**src/rtl/pfq_pkg.sv**
```systemverilog
package pfq_pkg;
  typedef enum logic {
    FS_IDLE = 1'b0,
    FS_BUSY = 1'b1
  } fetch_state_e;
endpackage

```
**src/rtl/pfq_rst_sync.sv**
```systemverilog
module pfq_rst_sync (
  input  logic clk,
  input  logic rst_n,
  output logic srst_n
);
  logic [1:0] sync_q;

  always_ff @(posedge clk or negedge rst_n) begin
    if (!rst_n) sync_q <= 2'b00;
    else        sync_q <= {sync_q[0], 1'b1};
  end

  assign srst_n = sync_q[1];
endmodule

```
**src/rtl/pfq_fetch_ctrl.sv**
```systemverilog
module pfq_fetch_ctrl
  import pfq_pkg::*;
#(
  parameter int AW         = 16,
  parameter int DEPTH      = 6,
  parameter int RESET_ADDR = 0,
  localparam int CW        = $clog2(DEPTH + 1)
) (
  input  logic          clk,
  input  logic          srst_n,
  input  logic          flush_i,
  input  logic [AW-1:0] flush_addr_i,
  input  logic          opnd_req_i,
  input  logic          fetch_ack_i,
  input  logic [CW-1:0] q_count_i,
  output logic          fetch_req_o,
  output logic [AW-1:0] fetch_addr_o,
  output logic          wr_lo_en_o,
  output logic          wr_hi_en_o
);
  fetch_state_e  state_q, state_d;
  logic [AW-1:0] ptr_q, ptr_d;
  logic          ptr_en;
  logic          ack_take;
  logic          room_ok;
  logic [AW-1:0] aligned;

  assign aligned  = {ptr_q[AW-1:1], 1'b0};
  assign room_ok  = (q_count_i <= CW'(DEPTH - 2));
  assign ack_take = (state_q == FS_BUSY) && fetch_ack_i && !flush_i;

  always_comb begin
    state_d = state_q;
    ptr_en  = 1'b0;
    ptr_d   = ptr_q;
    if (flush_i) begin
      state_d = FS_IDLE;
      ptr_en  = 1'b1;
      ptr_d   = flush_addr_i;
    end else begin
      case (state_q)
        FS_IDLE: if (!opnd_req_i && room_ok) state_d = FS_BUSY;
        FS_BUSY: if (fetch_ack_i) begin
          state_d = FS_IDLE;
          ptr_en  = 1'b1;
          ptr_d   = aligned + AW'(2);
        end
        default: state_d = FS_IDLE;
      endcase
    end
  end

  always_ff @(posedge clk or negedge srst_n) begin
    if (!srst_n) state_q <= FS_IDLE;
    else         state_q <= state_d;
  end

  always_ff @(posedge clk or negedge srst_n) begin
    if (!srst_n)     ptr_q <= AW'(RESET_ADDR);
    else if (ptr_en) ptr_q <= ptr_d;
  end

  assign fetch_req_o  = (state_q == FS_BUSY);
  assign fetch_addr_o = aligned;
  assign wr_lo_en_o   = ack_take && !ptr_q[0];
  assign wr_hi_en_o   = ack_take;


  opnd_blocks_start_chk: assert property (@(posedge clk) disable iff (!srst_n)
    (!fetch_req_o && opnd_req_i) |=> !fetch_req_o);


  no_start_when_tight_chk: assert property (@(posedge clk) disable iff (!srst_n)
    (!fetch_req_o && (q_count_i > CW'(DEPTH - 2))) |=> !fetch_req_o);


  req_hold_chk: assert property (@(posedge clk) disable iff (!srst_n)
    (fetch_req_o && !fetch_ack_i && !flush_i) |=> (fetch_req_o && $stable(fetch_addr_o)));


  idle_after_ack_chk: assert property (@(posedge clk) disable iff (!srst_n)
    (fetch_req_o && (fetch_ack_i || flush_i)) |=> !fetch_req_o);


  addr_step_chk: assert property (@(posedge clk) disable iff (!srst_n)
    (fetch_req_o && fetch_ack_i && !flush_i) |=> (fetch_addr_o == $past(fetch_addr_o) + AW'(2)));
endmodule

```
**src/rtl/pfq_store.sv**
```systemverilog
module pfq_store #(
  parameter int DEPTH = 6,
  localparam int CW   = $clog2(DEPTH + 1),
  localparam int PW   = (DEPTH > 1) ? $clog2(DEPTH) : 1
) (
  input  logic          clk,
  input  logic          srst_n,
  input  logic          flush_i,
  input  logic          wr_lo_en_i,
  input  logic          wr_hi_en_i,
  input  logic [15:0]   wr_data_i,
  input  logic          rd_ready_i,
  output logic [CW-1:0] count_o,
  output logic          rd_valid_o,
  output logic [7:0]    rd_data_o
);
  logic [7:0]    mem_q [DEPTH];
  logic [DEPTH-1:0] ent_we;
  logic [7:0]    ent_wd [DEPTH];
  logic [PW-1:0] head_q, head_d, tail_q, tail_d, tail_p1;
  logic [CW-1:0] count_q, count_d;
  logic          pop;
  logic [1:0]    n_wr;

  function automatic logic [PW-1:0] ptr_inc(input logic [PW-1:0] p);
    return (p == PW'(DEPTH - 1)) ? '0 : p + PW'(1);
  endfunction

  assign tail_p1 = ptr_inc(tail_q);
  assign pop     = rd_ready_i && (count_q != '0);
  assign n_wr    = {1'b0, wr_lo_en_i} + {1'b0, wr_hi_en_i};

  always_comb begin
    for (int i = 0; i < DEPTH; i++) begin
      ent_we[i] = 1'b0;
      ent_wd[i] = wr_data_i[7:0];
      if (wr_hi_en_i) begin
        if (wr_lo_en_i) begin
          if (tail_q == PW'(i))  ent_we[i] = 1'b1;
          if (tail_p1 == PW'(i)) begin
            ent_we[i] = 1'b1;
            ent_wd[i] = wr_data_i[15:8];
          end
        end else if (tail_q == PW'(i)) begin
          ent_we[i] = 1'b1;
          ent_wd[i] = wr_data_i[15:8];
        end
      end
    end
  end

  generate
    for (genvar g = 0; g < DEPTH; g++) begin : g_entry
      always_ff @(posedge clk) begin
        if (ent_we[g]) mem_q[g] <= ent_wd[g];
      end
    end
  endgenerate

  always_comb begin
    head_d  = head_q;
    tail_d  = tail_q;
    count_d = count_q;
    if (flush_i) begin
      head_d  = '0;
      tail_d  = '0;
      count_d = '0;
    end else begin
      if (pop) head_d = ptr_inc(head_q);
      if (wr_lo_en_i && wr_hi_en_i) tail_d = ptr_inc(tail_p1);
      else if (wr_hi_en_i)          tail_d = tail_p1;
      count_d = count_q + CW'(n_wr) - CW'(pop);
    end
  end

  always_ff @(posedge clk or negedge srst_n) begin
    if (!srst_n) begin
      head_q  <= '0;
      tail_q  <= '0;
      count_q <= '0;
    end else begin
      head_q  <= head_d;
      tail_q  <= tail_d;
      count_q <= count_d;
    end
  end

  assign count_o    = count_q;
  assign rd_valid_o = (count_q != '0);
  assign rd_data_o  = mem_q[head_q];


  count_le_depth_chk: assert property (@(posedge clk) disable iff (!srst_n)
    count_q <= CW'(DEPTH));


  flush_empties_chk: assert property (@(posedge clk) disable iff (!srst_n)
    flush_i |=> !rd_valid_o);


  pop_takes_one_chk: assert property (@(posedge clk) disable iff (!srst_n)
    (pop && !wr_hi_en_i && !flush_i) |=> (count_q == $past(count_q) - CW'(1)));
endmodule

```
**src/rtl/instr_prefetch_queue.sv**
```systemverilog
module instr_prefetch_queue #(
  parameter int AW         = 16,
  parameter int DEPTH      = 6,
  parameter int RESET_ADDR = 0
) (
  input  logic          clk,
  input  logic          rst_n,
  input  logic          flush_i,
  input  logic [AW-1:0] flush_addr_i,
  input  logic          opnd_req_i,
  output logic          fetch_req_o,
  output logic [AW-1:0] fetch_addr_o,
  input  logic          fetch_ack_i,
  input  logic [15:0]   fetch_data_i,
  output logic          byte_valid_o,
  output logic [7:0]    byte_data_o,
  input  logic          byte_ready_i
);
  localparam int CW = $clog2(DEPTH + 1);

  logic          srst_n;
  logic [CW-1:0] q_count;
  logic          wr_lo_en, wr_hi_en;

  pfq_rst_sync u_rst_sync (
    .clk    (clk),
    .rst_n  (rst_n),
    .srst_n (srst_n)
  );

  pfq_fetch_ctrl #(
    .AW         (AW),
    .DEPTH      (DEPTH),
    .RESET_ADDR (RESET_ADDR)
  ) u_fetch_ctrl (
    .clk          (clk),
    .srst_n       (srst_n),
    .flush_i      (flush_i),
    .flush_addr_i (flush_addr_i),
    .opnd_req_i   (opnd_req_i),
    .fetch_ack_i  (fetch_ack_i),
    .q_count_i    (q_count),
    .fetch_req_o  (fetch_req_o),
    .fetch_addr_o (fetch_addr_o),
    .wr_lo_en_o   (wr_lo_en),
    .wr_hi_en_o   (wr_hi_en)
  );

  pfq_store #(
    .DEPTH (DEPTH)
  ) u_store (
    .clk        (clk),
    .srst_n     (srst_n),
    .flush_i    (flush_i),
    .wr_lo_en_i (wr_lo_en),
    .wr_hi_en_i (wr_hi_en),
    .wr_data_i  (fetch_data_i),
    .rd_ready_i (byte_ready_i),
    .count_o    (q_count),
    .rd_valid_o (byte_valid_o),
    .rd_data_o  (byte_data_o)
  );


  byte_hold_chk: assert property (@(posedge clk) disable iff (!srst_n)
    (byte_valid_o && !byte_ready_i && !flush_i) |=> (byte_valid_o && $stable(byte_data_o)));
endmodule

```
**config.mk**
```make
export PLATFORM = sky130hd
export DESIGN_NAME = instr_prefetch_queue
export DESIGN_NICKNAME = d
export VERILOG_FILES = /design/src/rtl/pfq_pkg.sv /design/src/rtl/pfq_rst_sync.sv /design/src/rtl/pfq_fetch_ctrl.sv /design/src/rtl/pfq_store.sv /design/src/rtl/instr_prefetch_queue.sv
export SDC_FILE = /design/constraint.sdc
export NUM_CORES = 1
export LEC_CHECK = 0
export BUFFER_PORTS_ARGS = -buffer_cell sky130_fd_sc_hd__clkbuf_2
export CORE_UTILIZATION = 50
export DETAILED_ROUTE_END_ITERATION = 10
export PLACE_DENSITY_LB_ADDON = 0.12
export REMOVE_ABC_BUFFERS = 1
export SLEW_MARGIN = 5
export SYNTH_ARGS = -nofsm -noshare
export SYNTH_HDL_FRONTEND = slang
export SYNTH_SLANG_ARGS = --single-unit
export TNS_END_PERCENT = 20
```
**constraint.sdc**
```tcl
create_clock -name clk -period 3.7 [get_ports clk]
set_input_delay 0.185 -clock clk [delete_from_list [all_inputs] [get_ports clk]]
set_output_delay 0.185 -clock clk [all_outputs]
set_load 0.05 [all_outputs]
```
==> qor.yml, run 1 <==
cts:
  h-tree-depth: 3
  cts_setup_buffers: 0
  cts_buffers: 9
  clk_latency_ns: 0.35
  clockRootBuffer: "clkbuf_8"
  cts.repair.resized: 0
  clock_path_buffers: 2
  clk_pin_slew_ns: 0.08
  cts_sinks: 76
  cts_tree: "built"
  hold_buffers: 1
route:
  via_per_inst: 5.52
  drc_errors: 0
  dr.pass1.iters: 4
  wl_per_cell_um: 17.6
  ant_nets: 0
  drt-total-wl_um: 8830
  via_count: 2768
  drt_iter0_drc: 134
min_path:
  worstHoldStart: "flush_addr_i[1]"
  hold_path_depth: 3
  hold_class: "in2reg"
setup_path:
  setup.worst_path.class: "reg2reg"
  cp-startpoint: "u_store.tail_q[2]"
  regToRegStartpoint: "u_store.tail_q[2]"
  cp_max_fo: 12
  reg2regPathDepth: 8
  crit_path_end_kind: "flop"
  arrival_ns: 2.85
  worstPathRequired_ns: 3.79
  critPathLaunchType: "flop"
global_route:
  top_usage_layer: "met2"
  use_met2_pct: 33.9
  grt_max_degree: 41
  grt_pass1_wl_um: 14200
  antenna_found_initial: 0
  grt_overflow: 0
  grt_use_total_pct: 21.5
  use_met3_pct: 3.51
  grt_util_met1_pct: 30.2
  grt_pass1_vias: 2765
synth:
  ys_warn_count: 0
  synth_ff_type: "edfxtp_1"
  synth-compound-area-share_pct: 6.39
  syn_area_um2: 4330
  yosys-top-cells-area: "edfxtp_1, dfrtp_1, mux2_2"
  yosys.area.top_type: "edfxtp_1"
  synth_xor_area_share_pct: 3.24
  synth_top_area_share_pct: 33.3
  yosysMostFrequentCell: "edfxtp_1"
  synth_fa_ha_area_share_pct: 2.08
  synthCells: 349
  synth.distinct_cells: 52
  ys_seq_elements: 76
  synth-edff-count: 48
  synth_seq_area_share_pct: 49.5
  synth_top_family_by_area: "multiplexers"
  avgSynthCellArea_um2: 12.4
  muxShareOfSynthArea_pct: 20.6
  synth_common_cells: "edfxtp_1, dfrtp_1, mux2_2"
  synth_simple_gate_area_share_pct: 12.1
  async_flop_share_pct: 36.8
place:
  pre_cts_ws_ns: 0.986
  numPortBuffers: 62
  dp_hpwl_um: 5930
  routabilityCongestion: 0.817
finish:
  final_core_util_pct: 57.9
  drive_gt1_share_pct: 35.1
  nets: 436
  antenna_cells: 0
  syn_to_final_growth_pct: 11.0
timing:
  tns_ns: 0
  timing.final.crit_share_pct: 74.6
  finClkSkew_ns: 0.00944
  layout_setup_ws_ns: 0.941
  hold_violations: 0
  worstMarginPinSlew_ns: 1.10
  min_period_ns: 2.76
  setup_violations: 0
  clock.fmax_ghz: 0.362
  relSlewSlack_pct: 26.2
  rsz0062_at_grt: "false"
  slew_violations: 0
floorplan:
  core-area_um2: 8300
  placementRows: 33
  fp.dieArea_um2: 9030
  start_util_pct: 52.2
  die_width_um: 95.1
  die_y_um: 95.1
  ios: 64
run:
  cap_violations: 0
pwr:
  power_density_nw_per_um2: 504
  p_leak_nw: 1.86
  irDropWorstVdd_mv: 0.316
status:
  status: "complete, no violations"
-- critical path, stage by stage, from the launching register on --
cell and delay (ns):
dfrtp_1 0.60, inv_1 0.16, ha_1 0.44, o21bai_1 0.15, ha_1 0.15, nor2b_1 0.15
a21oi_1 0.07, nor2_2 0.40, mux2_2 0.39
-- layer usage --
metal  vias up  part of all wire, %  routed length [um]
met5         -                    0                   0
met4         0                  1.1                  99
met3        10                  2.9                 252
met2        45                   47                4190
met1      1365                   49                4290
li1       1348                    -                   -
-- cells in the final DEF, fill, tap and decap left out, types with 3 or more instances in the layout --
cell type and instances:
nor2b_1 4, ha_1 4, mux2_4 16, mux2_1 8, dfrtp_1 28, nor2_1 23
nand3_1 10, nand4_1 7, o31a_1 3, nor4_1 4, buf_4 5, mux2_2 26
nand2_1 22, a21oi_1 18, xnor2_1 4, xor2_1 12, mux2i_1 9, mux4_2 8
nor3_1 3, or3_1 4, inv_1 4, edfxtp_1 48, clkbuf_2 62, clkbuf_8 9
o21ai_0 14, bufinv_16 3, and2_1 4
-- registers in the layout (all words and copies together), names as in the netlist --
| signal | cells |
|---|---|
| u_store.head_q | 3 |
| u_fetch_ctrl.ptr_q | 16 |
| u_fetch_ctrl.fetch_req_o | 1 |
| u_store.tail_q | 3 |
| u_rst_sync.sync_q | 2 |
| u_store.mem_q | 48 |
| u_store.count_o | 3 |
-- final cells by class --
class,count,area (um^2)
clock buffers,9,124
clock inverters,6,104
fillers,706,3490
inverters,4,15.0
multi-input cells,233,1930
flip-flops and latches,76,2140
well taps,105,131
repair buffers,68,358
-- metrics by stage --
| stage | power [mW] | instances | instance area, um^2 | hold WS (ns) |
|---|---|---|---|---|
| 6_report | 2.42 | 501 | 4800 | 0.0408 |
| 5_1_grt | 2.54 | 501 | 4800 | 0.0553 |
| 4_1_cts | 2.44 | 501 | 4800 | 0.0354 |
| 2_1_floorplan | 1.53 | 313 | 4090 | -0.111 |
| 3_5_place_dp | 1.71 | 485 | 4570 | -0.0264 |
| 3_3_place_gp | 1.69 | 485 | 4570 | -0.0307 |
-- path summary, 6_finish.rpt --
check | end | slack (ns)
hold / removal | u_fetch_ctrl.ptr_q[1] | 0.04
min in group asynchronous | u_rst_sync.sync_q[0] | 0.15
setup reg to reg | u_store.mem_q[3][1] | 0.94
max in group asynchronous | u_store.head_q[0] | 2.61
hold reg to reg | u_rst_sync.sync_q[1] | 0.36
setup / recovery | u_store.mem_q[3][1] | 0.94
-- power breakdown --
part | internal, mW | switching, mW | total, mW
sequential | 0.951 | 0.110 | 1.06
clock | 0.440 | 0.300 | 0.740
combinational | 0.246 | 0.376 | 0.621
-- cell families after synthesis --
group | Yosys count
flops | 76
mux | 67
buf+inv | 40
other cells | 2
fa+ha+maj | 6
simple gates | 98
compound gates | 44
xor+xnor | 16
(Power assumes the default switching activity.)
==> inputs of run 2 (changes only) <==
==> constraint.sdc (replaced) <==
create_clock -name clk -period 2.4 [get_ports clk]
set_input_delay 0.12 -clock clk [delete_from_list [all_inputs] [get_ports clk]]
set_output_delay 0.12 -clock clk [all_outputs]
set_load 0.05 [all_outputs]
==> run 2 against run 1 <==
  * Fmax up 18%
  * Clock-buffer cell count stayed put
  * Highest routed layer unchanged
  * Critical endpoint is now u_store.count_o[2]
  * Wire length up 3.9%
  * Critical path depth is 1 lower
  * Critical path type unchanged
  * Non-clock buffer count rose by 30
==> qor.yml, run 2 (synthesis results as in run 1) <==
finish:
  nets: 466
  regMostFlops: "u_store.mem_q"
  finalNonFillerCells: 532
  antenna_cells: 0
  largest_register_ffs: 48
  largest_registers: "u_store.mem_q (48), u_fetch_ctrl.ptr_q (16)"
  drive_gt1_share_pct: 37.9
  layout_common_cells: "clkbuf_2, edfxtp_1, dfrtp_1"
  fillers: 699
  mostFrequentLayoutCell: "clkbuf_2"
  finish.instance_area_um2: 5080
  syn_to_final_growth_pct: 17.3
cts:
  cts_setup_buffers: 0
  clockRootBuffer: "clkbuf_8"
  cts_buffers: 9
  h-tree-depth: 3
  clock_path_buffers: 2
  cts_sinks: 76
  cts_tree: "built"
  clk_pin_slew_ns: 0.08
  clk_latency_ns: 0.35
place:
  numPortBuffers: 62
  placed_area_um2: 4690
  place_inst: 502
  dp_hpwl_um: 6030
  routabilityCongestion: 0.797
route:
  dr.pass1.iters: 4
  drc_errors: 0
  drt-total-wl_um: 9180
  via_count: 2898
  wl_per_cell_um: 17.3
  drt_iter0_drc: 108
  via_per_inst: 5.45
  ant_nets: 0
global_route:
  grt_max_degree: 36
  antenna_found_initial: 0
  grt_overflow: 0
  grt_pass1_wl_um: 14700
  grt_pass1_vias: 2903
  grt_use_total_pct: 22.4
timing:
  tns_ns: 0
  hold_violations: 0
  clock.fmax_ghz: 0.428
  rsz0062_at_grt: "true"
  worstMarginPinSlew_ns: 0.694
  timing.final.crit_share_pct: 97.4
  slew_violations: 0
  finClkSkew_ns: 0.0152
  setup_violations: 0
  min_period_ns: 2.34
  relSlewSlack_pct: 53.7
setup_path:
  worstPathRequired_ns: 2.64
  critPathLaunchType: "flop"
  worst_path_max_delay_cell: "dfrtp_2"
  crit_path_end_kind: "flop"
  cp_max_fo: 2
  crit_top_cell: "fa_1"
  crit_chain: "nand2_8 -> or3_2 -> ha_1 -> fa_1 -> fa_1 -> xnor2_1 -> nor2_1"
  arrival_ns: 2.58
  setup.worst_path.class: "reg2reg"
  critPathMaxStageDelay_ns: 0.42
pwr:
  power_density_nw_per_um2: 732
  p_leak_nw: 2.00
  power.total_mw: 3.71
  irDropWorstVdd_mv: 0.373
floorplan:
  ios: 64
  die_width_um: 95.1
  die_y_um: 95.1
  placementRows: 33
  core-area_um2: 8300
  start_util_pct: 52.2
  fp.dieArea_um2: 9030
status:
  status: "complete, no violations"
min_path:
  hold_class: "in2reg"
run:
  cap_violations: 0
run 2: final cells by class:
cell class / count / area [um^2] / share of cell area, %
clock buffer: 9 / 124 / 2.44
clock inverter: 7 / 91.3 / 1.80
inverter: 4 / 15.0 / 0.296
multi-input combinational: 233 / 1960 / 38.5
sequential: 76 / 2140 / 42.2
tap: 105 / 131 / 2.59
timing repair buffer: 98 / 616 / 12.1
run 2: through the flow:
stage	setup slack [ns]	utilization (%)	hold slack (ns)
CTS	0.0162	60.9	0.000518
floorplan	-0.337	-	-0.176
global placement	-0.00986	56.6	-0.0952
global route	-0.0140	61.2	0.0280
finish	0.0631	61.2	0.00398
detailed placement	-0.0415	56.6	-0.0916
run 2: path summary, 6_finish.rpt:
kind,depth (start not counted),endpoint,start,slack [ns]
setup / recovery,7,u_store.count_o[2],u_fetch_ctrl.fetch_req_o,0.06
hold / removal,3,u_fetch_ctrl.ptr_q[1],flush_addr_i[1],0.004
setup reg to reg,7,u_store.count_o[2],u_fetch_ctrl.fetch_req_o,0.06
hold reg to reg,1,u_fetch_ctrl.ptr_q[4],u_rst_sync.sync_q[1],0.23
max in group asynchronous,1,u_fetch_ctrl.fetch_req_o,u_rst_sync.sync_q[1],1.90
min in group asynchronous,2,u_rst_sync.sync_q[0],rst_n,0.08
run 2: repair_timing:
item,4_1_cts,5_1_grt
resized for setup,2,5
pin swaps,0,1
setup endpoints to repair,16,25
hold endpoints to repair,15,0
hold buffers,14,0
run 2: report_power, final:
part / switching (mW) / total [mW] / internal, mW
logic: 0.670 / 1.09 / 0.418
clock network: 0.489 / 1.07 / 0.582
registers: 0.0883 / 1.56 / 1.47
total: 1.25 / 3.71 / 2.47
run 2: critical path: cells and delay by family (launching register included):
family	cells	cell delay, ns
adder cells (fa/ha/maj)	3	1.14
AND/OR/NAND/NOR	3	0.52
flip-flops	1	0.42
XOR/XNOR	1	0.16
run 2: per-layer routing:
layer	part of all wire, %	global-route usage, %	vias to the layer above	routed length [um]
met5	0	0	-	0
met4	1.6	9.22	0	148
met3	3.7	3.59	11	344
met2	46	35.6	61	4270
met1	48	30.8	1420	4420
li1	-	-	1406	-
